### src/rtl/i2c_seq_pkg.sv
package i2c_seq_pkg;

    typedef enum logic [3:0] {
        SQ_IDLE,
        SQ_WAIT_FREE,
        SQ_ST_HOLD,
        SQ_ST_LOCK,
        SQ_MASTER,
        SQ_RS_LOW,
        SQ_RS_HIGH,
        SQ_RS_SETUP,
        SQ_SP_LOW,
        SQ_SP_HIGH,
        SQ_SP_DONE
    } seq_state_e;

    typedef struct packed {
        logic sda_low;
        logic scl_low;
    } line_drv_t;

endpackage

### src/rtl/i2c_seq_busmon.sv
// Bus ownership tracking and bus-free interval timer.
module i2c_seq_busmon #(
    parameter int TBUF_CYC = 8
) (
    input  logic clk,
    input  logic rst_n,
    input  logic start_det,
    input  logic stop_det,
    output logic bus_busy,
    output logic bus_free
);
    localparam int CW = $clog2(TBUF_CYC + 1);
    localparam logic [CW-1:0] TB_END = CW'(TBUF_CYC);

    logic [CW-1:0] gap_cnt;

    always_ff @(posedge clk) begin
        if (!rst_n) begin
            bus_busy <= 1'b0;
        end else if (start_det) begin
            bus_busy <= 1'b1;
        end else if (stop_det) begin
            bus_busy <= 1'b0;
        end
    end

    // Saturating count of cycles since the last STOP; starts elapsed.
    always_ff @(posedge clk) begin
        if (!rst_n) begin
            gap_cnt <= TB_END;
        end else if (stop_det) begin
            gap_cnt <= '0;
        end else if (gap_cnt != TB_END) begin
            gap_cnt <= gap_cnt + 1'b1;
        end
    end

    assign bus_free = !bus_busy && (gap_cnt == TB_END);

endmodule

### src/rtl/i2c_seq_fsm.sv
// Condition sequencing state machine.
module i2c_seq_fsm
    import i2c_seq_pkg::*;
#(
    parameter int PHASE_CYC = 4
) (
    input  logic      clk,
    input  logic      rst_n,
    input  logic      sta_req,
    input  logic      sto_req,
    input  logic      stop_det,
    input  logic      bus_free,
    input  logic      master_act,
    input  logic      byte_done,
    output line_drv_t drv,
    output logic      start_done
);
    localparam int PW = (PHASE_CYC > 1) ? $clog2(PHASE_CYC) : 1;
    localparam logic [PW-1:0] PH_LAST = PW'(PHASE_CYC - 1);

    seq_state_e state_q, state_nx;
    logic [PW-1:0] ph_cnt;
    logic ph_done;
    logic byte_seen;

    assign ph_done = (ph_cnt == PH_LAST);

    // State register
    always_ff @(posedge clk) begin
        if (!rst_n) begin
            state_q <= SQ_IDLE;
        end else begin
            state_q <= state_nx;
        end
    end

    // Phase timer restarts on every state change
    always_ff @(posedge clk) begin
        if (!rst_n || (state_nx != state_q)) begin
            ph_cnt <= '0;
        end else begin
            ph_cnt <= ph_cnt + 1'b1;
        end
    end

    // A byte must pass in master state before a repeated START
    always_ff @(posedge clk) begin
        if (!rst_n || (state_q != SQ_MASTER)) begin
            byte_seen <= 1'b0;
        end else if (byte_done) begin
            byte_seen <= 1'b1;
        end
    end

    // Next-state logic
    always_comb begin
        state_nx = state_q;
        unique case (state_q)
            SQ_IDLE: begin
                if (sta_req) state_nx = SQ_WAIT_FREE;
            end
            SQ_WAIT_FREE: begin
                if (!sta_req)     state_nx = SQ_IDLE;
                else if (bus_free) state_nx = SQ_ST_HOLD;
            end
            SQ_ST_HOLD: begin
                if (ph_done) state_nx = SQ_ST_LOCK;
            end
            SQ_ST_LOCK: begin
                if (ph_done) state_nx = SQ_MASTER;
            end
            SQ_MASTER: begin
                if (!master_act)               state_nx = SQ_IDLE;
                else if (sto_req)              state_nx = SQ_SP_LOW;
                else if (sta_req && byte_seen) state_nx = SQ_RS_LOW;
            end
            SQ_RS_LOW: begin
                if (ph_done) state_nx = SQ_RS_HIGH;
            end
            SQ_RS_HIGH: begin
                if (ph_done) state_nx = SQ_RS_SETUP;
            end
            SQ_RS_SETUP: begin
                if (ph_done) state_nx = SQ_ST_LOCK;
            end
            SQ_SP_LOW: begin
                if (ph_done) state_nx = SQ_SP_HIGH;
            end
            SQ_SP_HIGH: begin
                if (ph_done) state_nx = SQ_SP_DONE;
            end
            SQ_SP_DONE: begin
                if (stop_det) state_nx = sta_req ? SQ_WAIT_FREE : SQ_IDLE;
            end
            default: state_nx = SQ_IDLE;
        endcase
    end

    // Output decode
    always_comb begin
        drv        = '0;
        start_done = 1'b0;
        unique case (state_q)
            SQ_ST_HOLD:  drv.sda_low = 1'b1;
            SQ_ST_LOCK: begin
                drv.sda_low = 1'b1;
                drv.scl_low = 1'b1;
                start_done  = ph_done;
            end
            SQ_RS_LOW:   drv.scl_low = 1'b1;
            SQ_RS_SETUP: drv.sda_low = 1'b1;
            SQ_SP_LOW: begin
                drv.sda_low = 1'b1;
                drv.scl_low = 1'b1;
            end
            SQ_SP_HIGH:  drv.sda_low = 1'b1;
            default: begin
                drv        = '0;
                start_done = 1'b0;
            end
        endcase
    end

endmodule

### src/rtl/i2c_seq_flags.sv
// Interrupt clock stretch and flag-clear strobes.
module i2c_seq_flags (
    input  logic clk,
    input  logic rst_n,
    input  logic si_flag,
    input  logic scl_in,
    input  logic stop_det,
    input  logic sto_req,
    input  logic host_wr,
    output logic stretch,
    output logic sto_clr,
    output logic si_clr
);
    always_ff @(posedge clk) begin
        if (!rst_n) begin
            stretch <= 1'b0;
            sto_clr <= 1'b0;
            si_clr  <= 1'b0;
        end else begin
            stretch <= si_flag && (stretch || !scl_in);
            sto_clr <= stop_det && sto_req;
            si_clr  <= host_wr;
        end
    end

endmodule

### src/rtl/i2c_cond_seq.sv
module i2c_cond_seq
    import i2c_seq_pkg::*;
#(
    parameter int TBUF_CYC  = 8,
    parameter int PHASE_CYC = 4
) (
    input  logic clk,
    input  logic rst_n,
    input  logic sta_req,
    input  logic sto_req,
    input  logic start_det,
    input  logic stop_det,
    input  logic master_act,
    input  logic byte_done,
    input  logic si_flag,
    input  logic scl_in,
    input  logic host_wr,
    output logic sda_drive_low,
    output logic scl_drive_low,
    output logic start_done,
    output logic sto_clr,
    output logic si_clr,
    output logic bus_busy
);
    line_drv_t seq_drv;
    logic      bus_free;
    logic      stretch;

    i2c_seq_busmon #(.TBUF_CYC(TBUF_CYC)) u_busmon (
        .clk       (clk),
        .rst_n     (rst_n),
        .start_det (start_det),
        .stop_det  (stop_det),
        .bus_busy  (bus_busy),
        .bus_free  (bus_free)
    );

    i2c_seq_fsm #(.PHASE_CYC(PHASE_CYC)) u_fsm (
        .clk        (clk),
        .rst_n      (rst_n),
        .sta_req    (sta_req),
        .sto_req    (sto_req),
        .stop_det   (stop_det),
        .bus_free   (bus_free),
        .master_act (master_act),
        .byte_done  (byte_done),
        .drv        (seq_drv),
        .start_done (start_done)
    );

    i2c_seq_flags u_flags (
        .clk      (clk),
        .rst_n    (rst_n),
        .si_flag  (si_flag),
        .scl_in   (scl_in),
        .stop_det (stop_det),
        .sto_req  (sto_req),
        .host_wr  (host_wr),
        .stretch  (stretch),
        .sto_clr  (sto_clr),
        .si_clr   (si_clr)
    );

    assign sda_drive_low = seq_drv.sda_low;
    assign scl_drive_low = seq_drv.scl_low | stretch;

endmodule

### config.mk
export PLATFORM = sky130hd
export DESIGN_NAME = i2c_cond_seq
export DESIGN_NICKNAME = d
export VERILOG_FILES = /design/src/rtl/i2c_seq_pkg.sv /design/src/rtl/i2c_seq_busmon.sv /design/src/rtl/i2c_seq_fsm.sv /design/src/rtl/i2c_seq_flags.sv /design/src/rtl/i2c_cond_seq.sv
export SDC_FILE = /design/constraint.sdc
export NUM_CORES = 1
export LEC_CHECK = 0
export ABC_CLOCK_PERIOD_IN_PS = 5300
export BUFFER_PORTS_ARGS = -buffer_cell sky130_fd_sc_hd__buf_2
export CORE_ASPECT_RATIO = 0.9
export CORE_UTILIZATION = 24
export CTS_CLUSTER_SIZE = 24
export DETAILED_ROUTE_END_ITERATION = 8
export PLACE_DENSITY_LB_ADDON = 0.12
export SKIP_LAST_GASP = 1
export SLEW_MARGIN = 20
export SYNTH_ARGS = -nofsm -noshare
export SYNTH_HDL_FRONTEND = slang
export SYNTH_HIERARCHICAL = 1
export SYNTH_SLANG_ARGS = --single-unit
### constraint.sdc
create_clock -name clk -period 5.3 [get_ports clk]
set_clock_uncertainty 0.1 [all_clocks]
set_input_delay 0.53 -clock clk [delete_from_list [all_inputs] [get_ports clk]]
set_output_delay 0.53 -clock clk [all_outputs]
set_load 0.03 [all_outputs]
==> results.json <==
{
  "power_frac_clock_pct": 34.3,
  "cp-startpoint": "u_fsm/state_q[2]$_SDFF_PN0_",
  "cts_max_level": 1,
  "die_area_sq_um": 4370,
  "ys_seq_elements": 15,
  "ys.flop_type": "dfxtp_1",
  "synth_area_sq_um": 986,
  "cp.depth": 5,
  "die_x_microns": 69.6,
  "synthCells": 117,
  "hold_violations": 0,
  "grt_pass1_wl_mm": 3.75,
  "clock-sinks": 15,
  "ant_nets": 0,
  "clk_path_buf_depth": 2,
  "cts_tree": "done",
  "drc": 0,
  "power_density_nw_per_um2": 237,
  "cell_internal_pwr_mw": 0.193,
  "place_congestion": 0.769,
  "synth_area_leaders": "dfxtp_1, mux2i_1, ha_1, o21ai_0, nand2_1",
  "wl_per_cell_microns": 13.3,
  "maxCapViolCount": 0,
  "cp_slowest_stage_delay_ns": 0.68,
  "yosysSeqAreaShare_pct": 30.5,
  "cp_slowest_cell": "or4b_2",
  "start_util_pct": 25.7,
  "cpLargestDelayFamily": "simple AND/OR/NAND/NOR gates",
  "setup_violations": 0,
  "start_kind": "flip-flop",
  "grt_pass1_vias": 773,
  "clk_latency_ns": 0.24,
  "reg2reg_depth": 4,
  "portBuffers": 16,
  "cts_resized": 0,
  "critPathCapture": "scl_drive_low",
  "vias_per_cell": 4.89,
  "core_sq_um": 3840,
  "synthDistinctLibCells": 44,
  "period_share_pct": 50.9,
  "fin_nets": 145,
  "first_iter_violations": 8,
  "dr.pass1.iters": 4,
  "grt_max_degree": 22,
  "timing.rr.start": "u_fsm/state_q[0]$_SDFF_PN0_",
  "antenna_found_initial": 0,
  "post-cts-setup-buffers": 0,
  "p_sw_share_pct": 28.2,
  "outcome": "finished, final reports clean",
  "cp.arrival_ns": 2.07,
  "slew_headroom_pct": 45.4,
  "fmax_mhz": 371,
  "yosys.area.top_type": "dfxtp_1",
  "die_height_microns": 62.8,
  "yosysMostFrequentCell": "dfxtp_1",
  "path_class": "flip-flop to output pin",
  "post-dp-hpwl_mm": 1.69,
  "clkSlewWorstSetupHoldPaths_ns": 0.06,
  "grt_util_all_layers_pct": 11.0,
  "cp.required_ns": 4.67,
  "vias": 861,
  "worst_pin_slew_ns": 0.808,
  "synth_edf_count": 0,
  "synth_area_per_cell_sq_um": 8.43,
  "final.setup.worst_slack_ns": 2.60,
  "synthTopCellsByCount": "dfxtp_1, nand2_1, nor2_1",
  "hold_buffers": 0,
  "p_leak_nw": 0.469,
  "cp-end-kind": "output pin",
  "combPwrFrac_pct": 17.9,
  "power_frac_seq_pct": 47.8,
  "path_max_fanout": 15,
  "cts_root_buf": "clkbuf_8",
  "ys_warn_count": 6,
  "p_sw_mw": 0.0758,
  "hold_path.class": "input pin to flip-flop",
  "r2r-end": "u_fsm/ph_cnt[1]$_SDFF_PP0_",
  "async_flop_share_pct": 0,
  "cts_buffers": 3,
  "rrSetupSlack_ns": 3.38,
  "rsz0062_at_grt": "no",
  "finalSetupTns_ns": 0,
  "vdd_drop_max_uv": 155,
  "grt-ovfl-total": 0,
  "routed_wl_mm": 2.34,
  "syn_nets": 131,
  "area.growth.synth_to_final_pct": 15.4,
  "worstPathCellList": "inv_1 -> or4b_2 -> o21ai_0 -> or2_1 -> buf_2",
  "drive_above_1_share_pct": 20.8,
  "ioPinCount": 17,
  "worst-path-buf-inv": 2,
  "dp_worst_setup_slack_ns": 2.87,
  "rows": 21,
  "fin_crit_ns": 2.70,
  "synth_top_area_share_pct": 30.5,
  "diodes": 0,
  "report.final.slew_viol_count": 0
}
[worst min path at each step]
stage | startpoint | end | slack (ns) | depth (start not counted)
3_5_place_dp | u_flags/stretch$_SDFF_PN0_ | u_flags/stretch$_SDFF_PN0_ | 0.34 | 2
2_1_floorplan | u_flags/stretch$_SDFF_PN0_ | u_flags/stretch$_SDFF_PN0_ | 0.33 | 2
6_report | scl_in | u_flags/stretch$_SDFF_PN0_ | 0.35 | 2
4_1_cts | scl_in | u_flags/stretch$_SDFF_PN0_ | 0.34 | 2
3_3_place_gp | u_flags/stretch$_SDFF_PN0_ | u_flags/stretch$_SDFF_PN0_ | 0.35 | 2
5_1_grt | scl_in | u_flags/stretch$_SDFF_PN0_ | 0.34 | 2
[through the flow]
step | utilization [%] | hold WS (ns) | total power, mW | std cells | instance area [sq um]
after floorplan | - | 0.334 | 0.165 | 117 | 986
after CTS | 29.6 | 0.341 | 0.274 | 176 | 1140
after detailed placement | 28.4 | 0.342 | 0.179 | 172 | 1090
final | 29.6 | 0.350 | 0.269 | 176 | 1140
after global routing | 29.6 | 0.339 | 0.286 | 176 | 1140
after global placement | 28.4 | 0.350 | 0.178 | 172 | 1090
[cells in the final DEF (no fill, tap or decap), types with 2 or more instances in the layout]
cell type | synthesis | layout
buf_2 | 2 | 16
dfxtp_1 | 15 | 15
nor2_1 | 8 | 8
nand2_1 | 8 | 8
o21ai_0 | 7 | 7
inv_1 | 6 | 6
nand2b_1 | 4 | 4
mux2i_1 | 4 | 4
nor2b_1 | 4 | 4
nand4_1 | 4 | 4
clkbuf_8 | 0 | 3
nand3_1 | 3 | 3
o21a_1 | 3 | 3
ha_1 | 3 | 3
nor4_1 | 3 | 3
a21oi_1 | 3 | 3
or2_1 | 2 | 2
xor2_1 | 2 | 2
xnor2_1 | 2 | 2
and3_1 | 2 | 2
nand3b_1 | 2 | 2
and2_1 | 2 | 2
and3b_1 | 2 | 2
nor4b_1 | 2 | 2
[sequential cells by signal, indices dropped and copies added, names as in the netlist]
name and cells:
u_busmon/bus_busy 1, u_busmon/gap_cnt 4, u_flags/si_clr 1, u_flags/sto_clr 1, u_flags/stretch 1, u_fsm/byte_seen 1
u_fsm/ph_cnt 2, u_fsm/state_q 4
[cells by family (layout without fill, tap and decap cells)]
kind of cell	Yosys count	count (layout)	synth area share, %
buf+inv	13	26	5.58
simple gates	55	55	36.7
flops	15	15	30.5
compound gates	23	23	15.9
fa+ha+maj	3	3	3.81
mux	4	4	4.06
xor+xnor	4	4	3.55
[power by group through the flow]
stage / Clock [mW] / Sequential [mW] / Combinational [mW]
2_1_floorplan: 0 / 0.127 / 0.0378
3_3_place_gp: 0 / 0.130 / 0.0479
3_5_place_dp: 0 / 0.131 / 0.0486
4_1_cts: 0.0966 / 0.128 / 0.0488
5_1_grt: 0.103 / 0.130 / 0.0527
6_report: 0.0923 / 0.129 / 0.0482
[area by class of cell]
type | count | area [sq um]
timing repair buffer | 16 | 80.1
tap | 46 | 57.6
multi-input combinational | 89 | 631
inverter | 6 | 22.5
clock inverter | 1 | 5.00
sequential | 15 | 300
fill | 425 | 2700
clock buffer | 3 | 41.3
[worst register-to-register path, cell delays in order (launching register included)]
cell	delay (ns)
dfxtp_1	0.74
o21ai_0	0.20
o2bb2ai_1	0.19
a211oi_2	0.40
mux2i_1	0.22
[per-layer routing]
| metal | global-route usage, % | part of all wire [%] |
|---|---|---|
| met2 | 16.4 | 42 |
| met1 | 15.0 | 53 |
| met3 | 3.06 | 3.5 |
| met5 | 0 | 0 |
| met4 | 3.83 | 0.81 |
Note: power is estimated with default switching activity, not from simulation.
